`src/rtl/shdw_pkg.sv`:
```
// Package: shared constants and the region type for the shadow decoder.
// Assumes a byte address whose bits 19:0 cover the first megabyte.
package shdw_pkg;
    localparam int NUM_SEG      = 8;
    localparam int SEG_IDX_W    = $clog2(NUM_SEG);
    localparam int SEG_PER_BYTE = 4;
    localparam int CFG_W        = 8;
    localparam int MAP_W        = 2 * CFG_W;
    localparam int VID_ROUTE_BIT = 1;

    typedef enum logic [1:0] {
        RGN_LOW    = 2'd0,
        RGN_VIDEO  = 2'd1,
        RGN_ROM    = 2'd2,
        RGN_BEYOND = 2'd3
    } region_e;
endpackage

```
`src/rtl/shdw_region_classify.sv`:
```
// Classifies an address into low memory, video window, ROM segment area or
// beyond the first megabyte, and extracts the 32 KB segment index.
// Assumes ADDR_W >= 21 so that addresses past 1 MB are visible.
module shdw_region_classify
    import shdw_pkg::*;
#(
    parameter int ADDR_W = 24
) (
    input  logic [ADDR_W-1:0]    addr,
    output region_e              region,
    output logic [SEG_IDX_W-1:0] seg_idx
);
    // Region decision from the upper address bits.
    always_comb begin
        if (addr[ADDR_W-1:20] != '0)
            region = RGN_BEYOND;
        else if (addr[19:18] == 2'b11)
            region = RGN_ROM;
        else if (addr[19:17] == 3'b101)
            region = RGN_VIDEO;
        else
            region = RGN_LOW;
    end

    assign seg_idx = addr[15 +: SEG_IDX_W];
endmodule

```
`src/rtl/shdw_seg_perm.sv`:
```
// Unpacks the two segment control bytes into per-segment read and write
// enables and derives the BIOS-area summary flags (upper half of segments).
// Assumes two bits per segment, read enable in the even bit.
module shdw_seg_perm
    import shdw_pkg::*;
(
    input  logic [CFG_W-1:0]   cfg_lo,
    input  logic [CFG_W-1:0]   cfg_hi,
    output logic [NUM_SEG-1:0] rd_en,
    output logic [NUM_SEG-1:0] wr_en,
    output logic               upper_rd,
    output logic               upper_wr
);
    logic [MAP_W-1:0] packed_map;
    assign packed_map = {cfg_hi, cfg_lo};

    for (genvar s = 0; s < NUM_SEG; s++) begin : g_seg
        assign rd_en[s] = packed_map[2*s];
        assign wr_en[s] = packed_map[2*s+1];
    end

    assign upper_rd = |rd_en[NUM_SEG-1:NUM_SEG/2];
    assign upper_wr = |wr_en[NUM_SEG-1:NUM_SEG/2];
endmodule

```
`src/rtl/shdw_flush_track.sv`:
```
// Remembers the routing-relevant configuration bits and pulses a flush one
// cycle after they differ from the previous cycle. Reset value is zero.
module shdw_flush_track #(
    parameter int TRK_W = 17
) (
    input  logic             clk,
    input  logic             rst_n,
    input  logic [TRK_W-1:0] tracked,
    output logic             flush
);
    logic [TRK_W-1:0] prev_q;

    // Capture the previous configuration and flag any difference.
    always_ff @(posedge clk) begin
        if (!rst_n) begin
            prev_q <= '0;
            flush  <= 1'b0;
        end else begin
            prev_q <= tracked;
            flush  <= (tracked != prev_q);
        end
    end
endmodule

```
`src/rtl/shdw_map_decoder.sv`:
```
// Top of the shadow region decoder: routes each access to internal DRAM or
// the external bus from three mapping bytes, registers the result, and
// reports BIOS-area shadow state and configuration-change flushes.
// Assumes inputs are stable around the rising clock edge.
module shdw_map_decoder
    import shdw_pkg::*;
#(
    parameter int ADDR_W = 24
) (
    input  logic              clk,
    input  logic              rst_n,
    input  logic              acc_valid,
    input  logic              acc_write,
    input  logic [ADDR_W-1:0] acc_addr,
    input  logic [CFG_W-1:0]  vid_cfg,
    input  logic [CFG_W-1:0]  seg_cfg_lo,
    input  logic [CFG_W-1:0]  seg_cfg_hi,
    output logic              hit_int,
    output logic              hit_ext,
    output logic              bios_shadow_rd,
    output logic              bios_shadow_wr,
    output logic              map_flush
);
    region_e              region;
    logic [SEG_IDX_W-1:0] seg_idx;
    logic [NUM_SEG-1:0]   rd_en, wr_en;
    logic                 upper_rd, upper_wr;
    logic                 int_d, ext_d;
    logic                 armed_q;

    shdw_region_classify #(.ADDR_W(ADDR_W)) u_cls (
        .addr(acc_addr), .region(region), .seg_idx(seg_idx)
    );

    shdw_seg_perm u_perm (
        .cfg_lo(seg_cfg_lo), .cfg_hi(seg_cfg_hi),
        .rd_en(rd_en), .wr_en(wr_en),
        .upper_rd(upper_rd), .upper_wr(upper_wr)
    );

    shdw_flush_track #(.TRK_W(MAP_W + 1)) u_flush (
        .clk(clk), .rst_n(rst_n),
        .tracked({vid_cfg[VID_ROUTE_BIT], seg_cfg_hi, seg_cfg_lo}),
        .flush(map_flush)
    );

    // Combinational routing decision for the presented access.
    always_comb begin
        int_d = 1'b0;
        unique case (region)
            RGN_LOW:    int_d = 1'b1;
            RGN_VIDEO:  int_d = vid_cfg[VID_ROUTE_BIT];
            RGN_ROM:    int_d = acc_write ? wr_en[seg_idx] : rd_en[seg_idx];
            default:    int_d = 1'b0;
        endcase
        ext_d = acc_valid && (region != RGN_BEYOND) && !int_d;
        int_d = acc_valid && int_d;
    end

    // Register claims and BIOS-area flags.
    always_ff @(posedge clk) begin
        if (!rst_n) begin
            hit_int        <= 1'b0;
            hit_ext        <= 1'b0;
            bios_shadow_rd <= 1'b0;
            bios_shadow_wr <= 1'b0;
            armed_q        <= 1'b0;
        end else begin
            hit_int        <= int_d;
            hit_ext        <= ext_d;
            bios_shadow_rd <= upper_rd;
            bios_shadow_wr <= upper_wr;
            armed_q        <= 1'b1;
        end
    end

    // the two claims never coexist.
    a_r7_exclusive: assert property (@(posedge clk) disable iff (!rst_n)
        !(hit_int && hit_ext));

    // low memory is claimed internally one cycle later.
    a_r1_low_internal: assert property (@(posedge clk) disable iff (!rst_n)
        armed_q && $past(acc_valid) && ($past(acc_addr) < ADDR_W'(20'hA0000))
        |-> hit_int);

    // beyond the first megabyte nothing is claimed.
    a_r8_beyond_silent: assert property (@(posedge clk) disable iff (!rst_n)
        armed_q && $past(acc_valid) && ($past(acc_addr) >= ADDR_W'(24'h100000))
        |-> !hit_int && !hit_ext);

    // idle cycles leave both claims low.
    a_r6_idle_silent: assert property (@(posedge clk) disable iff (!rst_n)
        armed_q && !$past(acc_valid) |-> !hit_int && !hit_ext);

    // a valid access inside 1 MB is claimed by one side.
    a_r7_claimed: assert property (@(posedge clk) disable iff (!rst_n)
        armed_q && $past(acc_valid) && ($past(acc_addr) < ADDR_W'(24'h100000))
        |-> (hit_int || hit_ext));
endmodule

```
`config.mk`:
```
export PLATFORM = sky130hd
export DESIGN_NAME = shdw_map_decoder
export DESIGN_NICKNAME = d
export VERILOG_FILES = /design/src/rtl/shdw_pkg.sv /design/src/rtl/shdw_region_classify.sv /design/src/rtl/shdw_seg_perm.sv /design/src/rtl/shdw_flush_track.sv /design/src/rtl/shdw_map_decoder.sv
export SDC_FILE = /design/constraint.sdc
export NUM_CORES = 1
export LEC_CHECK = 0
export ABC_AREA = 1
export BUFFER_PORTS_ARGS = -buffer_cell sky130_fd_sc_hd__buf_2
export CAP_MARGIN = 5
export CORE_ASPECT_RATIO = 1.4
export CORE_MARGIN = 3
export CORE_UTILIZATION = 43
export DETAILED_ROUTE_END_ITERATION = 16
export PLACE_DENSITY = 0.77
export RECOVER_POWER = 25
export SLEW_MARGIN = 20
export SYNTH_ARGS = -nofsm -noshare
export SYNTH_HDL_FRONTEND = slang
export SYNTH_SLANG_ARGS = --single-unit
export TNS_END_PERCENT = 50
```
`constraint.sdc`:
```
create_clock -name clk -period 1.03 [get_ports clk]
set_clock_uncertainty 0.05 [all_clocks]
set_input_delay 0.1545 -clock clk [delete_from_list [all_inputs] [get_ports clk]]
set_output_delay 0.1545 -clock clk [all_outputs]
set_load 0.005 [all_outputs]
```
==> results.md, run 1 <==
* Status: complete, no violations
* Crit. End Element: flip-flop
* Share of cells above drive strength 1 at 0.258
* Syn Nets at 195
* CP required at 1.19 ns
* CTS tree: yes
* Clk buf depth at 2
* Area of the core at 0.00225 mm²
* Placed Instances at 196
* Cts bufs inserted at 3
* Later-pin clock latency in the skew report at 0.31 ns
* Slew HR at 0.484
* GR Layer Usage met1 at 0.164
* Place WS at -0.106 ns
* H-tree levels at 1
* 1st-iter DRT viols at 32
* Synth-to-layout area growth at 20.1%
* Global route overflow at 0
* Maximum number of pins on one net before global-route repair at 20
* Vias per cell at 4.79
* Clk sinks at 22
* Crit Path Max Fanout at 1
* GPL Wtd Cong at 0.738
* P_leak at 0.727 nW
* DRT Wirelength at 2180 µm
* Detailed-route DRC error count at 0
* Hold Vio Cnt, Final at 0
* Commonest non-fill, non-tap cell in the layout: nand2_1
* Peak supply drop at 0.000745 V
* Grt met3 use at 0.0361
* DIE HEIGHT at 64.5 µm
* Power Dens Cells at 1320 mW/mm²
* Avg Cell Area, Syn at 7.34 µm²
* RSZ-0062 raised after global routing: yes
* Arr. time, crit path at 1.16 ns
* Top cell type's share of synthesized area at 0.420
* ANT nets after route at 0
* Global-route wire length before repair at around 3500 µm
* Number of diodes at 0
* Slew Limit Fails at 0
* Worst-path clk slew at about 0.12 ns
* Critical Path Source Type: flip-flop
* Seq/Total Area, Yosys at 0.420
* Gr usage total at 0.157
* Synth area leader: dfxtp_1
* Cell Area, Synth at 0.00105 mm²
* Tcrit/Tclk final at 0.976
* Crit Path Category: reg -> reg
* GR Util met2 at 0.278
* Number of buffers added on ports at 34
* Worst slew pin tran at between 0.7 and 0.8 ns
* Starting Density at 0.466
* Post-Syn Instances at 143
* Final nets at 231
* Wirelength per Cell at 10.9 µm
* I/O pin cnt at 57
* Vias in the first global route at a little over 900
* Unique masters post-synth at 18
* Initial antenna violation count at 0
* FF+latch count, synth at 22
* Top post-synthesis cells by area: dfxtp_1 (42%), nand2_1 (12%), inv_1 (8.9%)
* Top Usage Layer GRT: met2
* Worst setup margin at 0.0248 ns
* Max Fclk at 995 MHz
* YS warnings at 0
* Drt pass-1 iters at 4
* Site Rows at 20
* Die Area at ~0.003 mm²
* Root Driver: clkbuf_4
* Clock period minus worst slack at between 1 and 1.5 ns
* Total number of vias at between 900 and 1,000
* Fillers at around 220
* HP Class: in -> reg
* Detailed placer's ending HPWL at 1730 µm
* Post-route insts no fill at 200
* Max-cap violation count at 0
* Setup bufs post-CTS at 0
* Most frequent cells in the layout: nand2_1 (34), buf_2 (33), inv_1 (25)
* Die width at around 48 µm
* Fin util at 0.560
* Final Setup Violations at 0
repair_timing:
action / CTS / global route
setup endpoints to repair: 0 / 1
hold buffers: 0 / 0
resized for setup: 0 / 0
layout make-up:
| type | instances | area, µm² | area share |
|---|---|---|---|
| multi-input combinational | 91 | 478 | 0.379 |
| sequential | 22 | 440 | 0.349 |
| timing repair buffer | 34 | 169 | 0.134 |
| inverter | 27 | 110 | 0.0873 |
| clock buffer | 4 | 36.3 | 0.0288 |
| tap | 22 | 27.5 | 0.0218 |
cells by family (layout without fill, tap and decap cells):
group           Yosys count  count (layout)  share of synthesized area
simple gates             72              72                      0.304
buf+inv                  30              65                      0.125
flops                    22              22                      0.420
xor+xnor                 16              16                      0.133
compound gates            3               3                     0.0179
worst paths after layout:
path | from | end | slack [ns] | cells after the start
hold / removal | seg_cfg_lo[7] | u_flush.prev_q[7]$_SDFF_PN0_ | 0.004 | 3
hold reg to reg | u_flush.prev_q[9]$_SDFF_PN0_ | u_flush.flush$_SDFF_PN0_ | 0.63 | 4
setup / recovery | u_flush.prev_q[4]$_SDFF_PN0_ | u_flush.flush$_SDFF_PN0_ | 0.02 | 5
setup reg to reg | u_flush.prev_q[4]$_SDFF_PN0_ | u_flush.flush$_SDFF_PN0_ | 0.02 | 5
synthesized netlist by cell type, drive strengths merged:
cell type,n
nand3,15
xnor2,10
nor4,2
buf,3
clkinv,1
inv,26
o21a,1
dfxtp,22
a21oi,2
nand2,38
nand4,3
xor2,6
nor2,14
routing by layer:
layer  part of all wire  vias up
met2               0.55       31
met3              0.054        7
met4              0.021        0
met5                  0        -
li1                   -      496
met1               0.38      423
registers in the layout, summed over array words and instances (netlist names):
register        count
bios_shadow_wr      1
bios_shadow_rd      1
u_flush.prev_q     17
hit_ext             1
u_flush.flush       1
hit_int             1
metrics by stage:
stage | TNS [ns] | hold slack [ns] | cell area (µm²) | power (mW)
final | 0 | 0.00424 | 1260 | 1.67
after global routing | -0.0842 | 0.0174 | 1260 | 1.76
after CTS | 0 | 0.00398 | 1260 | 1.68
after detailed placement | -0.158 | 0.332 | 1230 | 1.22
after global placement | -0.0507 | 0.326 | 1230 | 1.20
after floorplan | 0 | 0.198 | 1050 | 1.10
worst max-delay path, cell delays in order (launching register included):
cell and delay [ns]:
dfxtp_1 0.33, xor2_1 0.15, nor2_1 0.11, nand3_1 0.10
nor2_1 0.10, a21oi_1 0.07
power breakdown:
part / internal [mW] / switching (mW) / leakage, nW
clock network: 0.216 / 0.253 / 0.0210
registers: 0.894 / 0.0169 / 0.183
logic: 0.130 / 0.156 / 0.523
No activity file was read; power rests on OpenSTA's default activity.
==> inputs of run 2 (changes only) <==
- RECOVER_POWER: 25 -> 100
==> run 2 against run 1 <==
Wire length grew 0.32%. Sequential cell count stayed put. Die area is the same. Combinational power about the same. Highest routed layer unchanged. Critical path depth stayed put. Global-route usage did not move. Critical endpoint unchanged.
==> results.md, run 2 (same netlist as run 1, synthesis figures left out) <==
* Drt pass-1 iters at 4 (unchanged)
* Die Area at 0.00308 mm² (unchanged)
* Critical Path Source Type: flip-flop
* Detailed placer's ending HPWL at 1730 µm (unchanged)
* Area of the core at 0.00225 mm² (unchanged)
* Slew Limit Fails at 0 (unchanged)
* Placed Instances at 196 (unchanged)
* Clk buf depth at 2 (unchanged)
* I/O pin cnt at 57 (unchanged)
* Number of diodes at 0 (unchanged)
* Gr usage total at 0.157 (unchanged)
* Number of buffers added on ports at 34 (unchanged)
* Commonest non-fill, non-tap cell in the layout: nand2_1
* Starting Density at 0.466 (unchanged)
* Arr. time, crit path at 1.16 ns (about the same)
* 1st-iter DRT viols at 32 (unchanged)
* Worst-path clk slew at 0.12 ns (about the same)
* H-tree levels at 1 (unchanged)
* Cts bufs inserted at 3 (unchanged)
* Most frequent cells in the layout: nand2_1 (34), buf_2 (29), inv_1 (25)
* Wirelength per Cell at 10.9 µm (+0.32%)
* Max Fclk at 994 MHz (-0.11%)
* Slew HR at 0.484 (unchanged)
* Worst path bufs/invs at 0 (unchanged)
* ANT nets after route at 0 (unchanged)
* Critical path's slowest cell: dfxtp_1
* Switching pwr at 0.426 mW (about the same)
* Hold Buf Count CTS at 0 (unchanged)
* Vias per cell at 4.79 (unchanged)
* Detailed-route DRC error count at 0 (unchanged)
* Initial antenna violation count at 0 (unchanged)
* Switching Share at 0.256 (+0.000325)
* RSZ-0062 raised after global routing: yes
* Status: complete, no violations
* CP most frequent cell: nor2_1
* Internal power at 1.24 mW (-0.14%)
* Tcrit/Tclk final at 0.977 (+0.00104)
* Site Rows at 20 (unchanged)
* Crit. End Element: flip-flop
* Post-route insts no fill at 200 (unchanged)
* Worst setup margin at 0.0237 ns (-0.00107 ns)
* Fin area at 0.00126 mm² (-0.40%)
* Place WS at -0.106 ns (unchanged)
* Most flop-heavy register: u_flush.prev_q
* Peak supply drop at 0.000745 V (about the same)
* Hold Vio Cnt, Final at 0 (unchanged)
* Global route overflow at 0 (unchanged)
* HP Class: in -> reg
* Maximum number of pins on one net before global-route repair at 20 (unchanged)
* Crit Path Category: reg -> reg
* CP Cell Sequence: xor2_1, nor2_1, nand3_1, nor2_1, a21oi_1
* Comb power frac at 0.171 (about the same)
* Max stage delay on crit path at 0.33 ns (about the same)
* DRT Wirelength at 2180 µm (+0.32%)
* Max-cap violation count at 0 (unchanged)
* Share of cells above drive strength 1 at 0.236 (-0.0225)
* Global-route wire length before repair at 3550 µm (unchanged)
* CP required at 1.19 ns (about the same)
* Clk sinks at 22 (unchanged)
* Final nets at 231 (unchanged)
* Cell Area, Placed at 0.00123 mm² (unchanged)
* Vias in the first global route at 922 (unchanged)
* GPL Wtd Cong at 0.738 (unchanged)
* Largest register FFs at 17 (unchanged)
* Final Setup Violations at 0 (unchanged)
* Sequential share of power at 0.547 (about the same)
* Power Dens Cells at 1320 mW/mm² (+0.30%)
* P_leak at 0.714 nW (-1.8%)
* Clock period minus worst slack at 1.01 ns (+0.00107 ns)
* Hold WS at 0.00444 ns (+0.000197 ns)
* DIE HEIGHT at 64.5 µm (unchanged)
* Worst slew pin tran at 0.773 ns (unchanged)
* CP top delay family: flip-flops
* Die width at 47.8 µm (unchanged)
* Synth-to-layout area growth at 19.7%
* Later-pin clock latency in the skew report at 0.31 ns (about the same)
* Root Driver: clkbuf_4
* Clock network fraction of design power at 0.282 (about the same)
* CTS tree: yes
* CTS resizes at 0 (unchanged)
* Total number of vias at 957 (unchanged)
* Crit Path Max Fanout at 1 (unchanged)
[run 2: changes by cell type in the layout (fill, tap and decap cells not counted), sizes merged]
| cell | delta |
|---|---|
| clkbuf | +4 |
| buf | -4 |
[run 2: path summary, 6_finish.rpt]
kind	from	slack, ns	end	depth (start not counted)
min	seg_cfg_lo[7]	0.004	u_flush.prev_q[7]$_SDFF_PN0_	3
max	u_flush.prev_q[4]$_SDFF_PN0_	0.02	u_flush.flush$_SDFF_PN0_	5
max reg2reg	u_flush.prev_q[4]$_SDFF_PN0_	0.02	u_flush.flush$_SDFF_PN0_	5
min reg2reg	u_flush.prev_q[9]$_SDFF_PN0_	0.63	u_flush.flush$_SDFF_PN0_	4
[run 2: what timing repair did]
action / CTS / global route
setup buffers: 0 / 0
endpoints found under the hold margin: 0 / 0
endpoints found under the setup margin: 0 / 1
[run 2: worst min-delay path: stages]
cell and delay (ns):
buf_2 0.10, nand2_1 0.05, inv_1 0.04
[run 2: final cells by class]
cell class,count,area (µm²)
fill,227,996
multi-input combinational,91,478
sequential,22,440
timing repair buffer,34,164
inverter,27,110
clock buffer,4,36.3
tap,22,27.5
[run 2: per-stage QoR]
step	TNS, ns	total power, mW	utilization
floorplan	0	1.10	-
global placement	-0.0507	1.20	0.544
detailed placement	-0.158	1.22	0.544
CTS	0	1.68	0.561
global route	-0.0842	1.76	0.558
finish	0	1.66	0.558
[run 2: metal layers]
layer  part of all wire  GRT usage
met1               0.38      0.164
met2               0.55      0.278
met3              0.055     0.0361
met4              0.021     0.0707
met5                  0          0
[run 2: power by group through the flow]
stage | clock network, mW | logic (mW) | registers (mW)
after floorplan | 0 | 0.172 | 0.929
after global routing | 0.518 | 0.325 | 0.914
final | 0.468 | 0.284 | 0.911
after detailed placement | 0 | 0.285 | 0.931
after global placement | 0 | 0.275 | 0.928
after CTS | 0.482 | 0.289 | 0.911
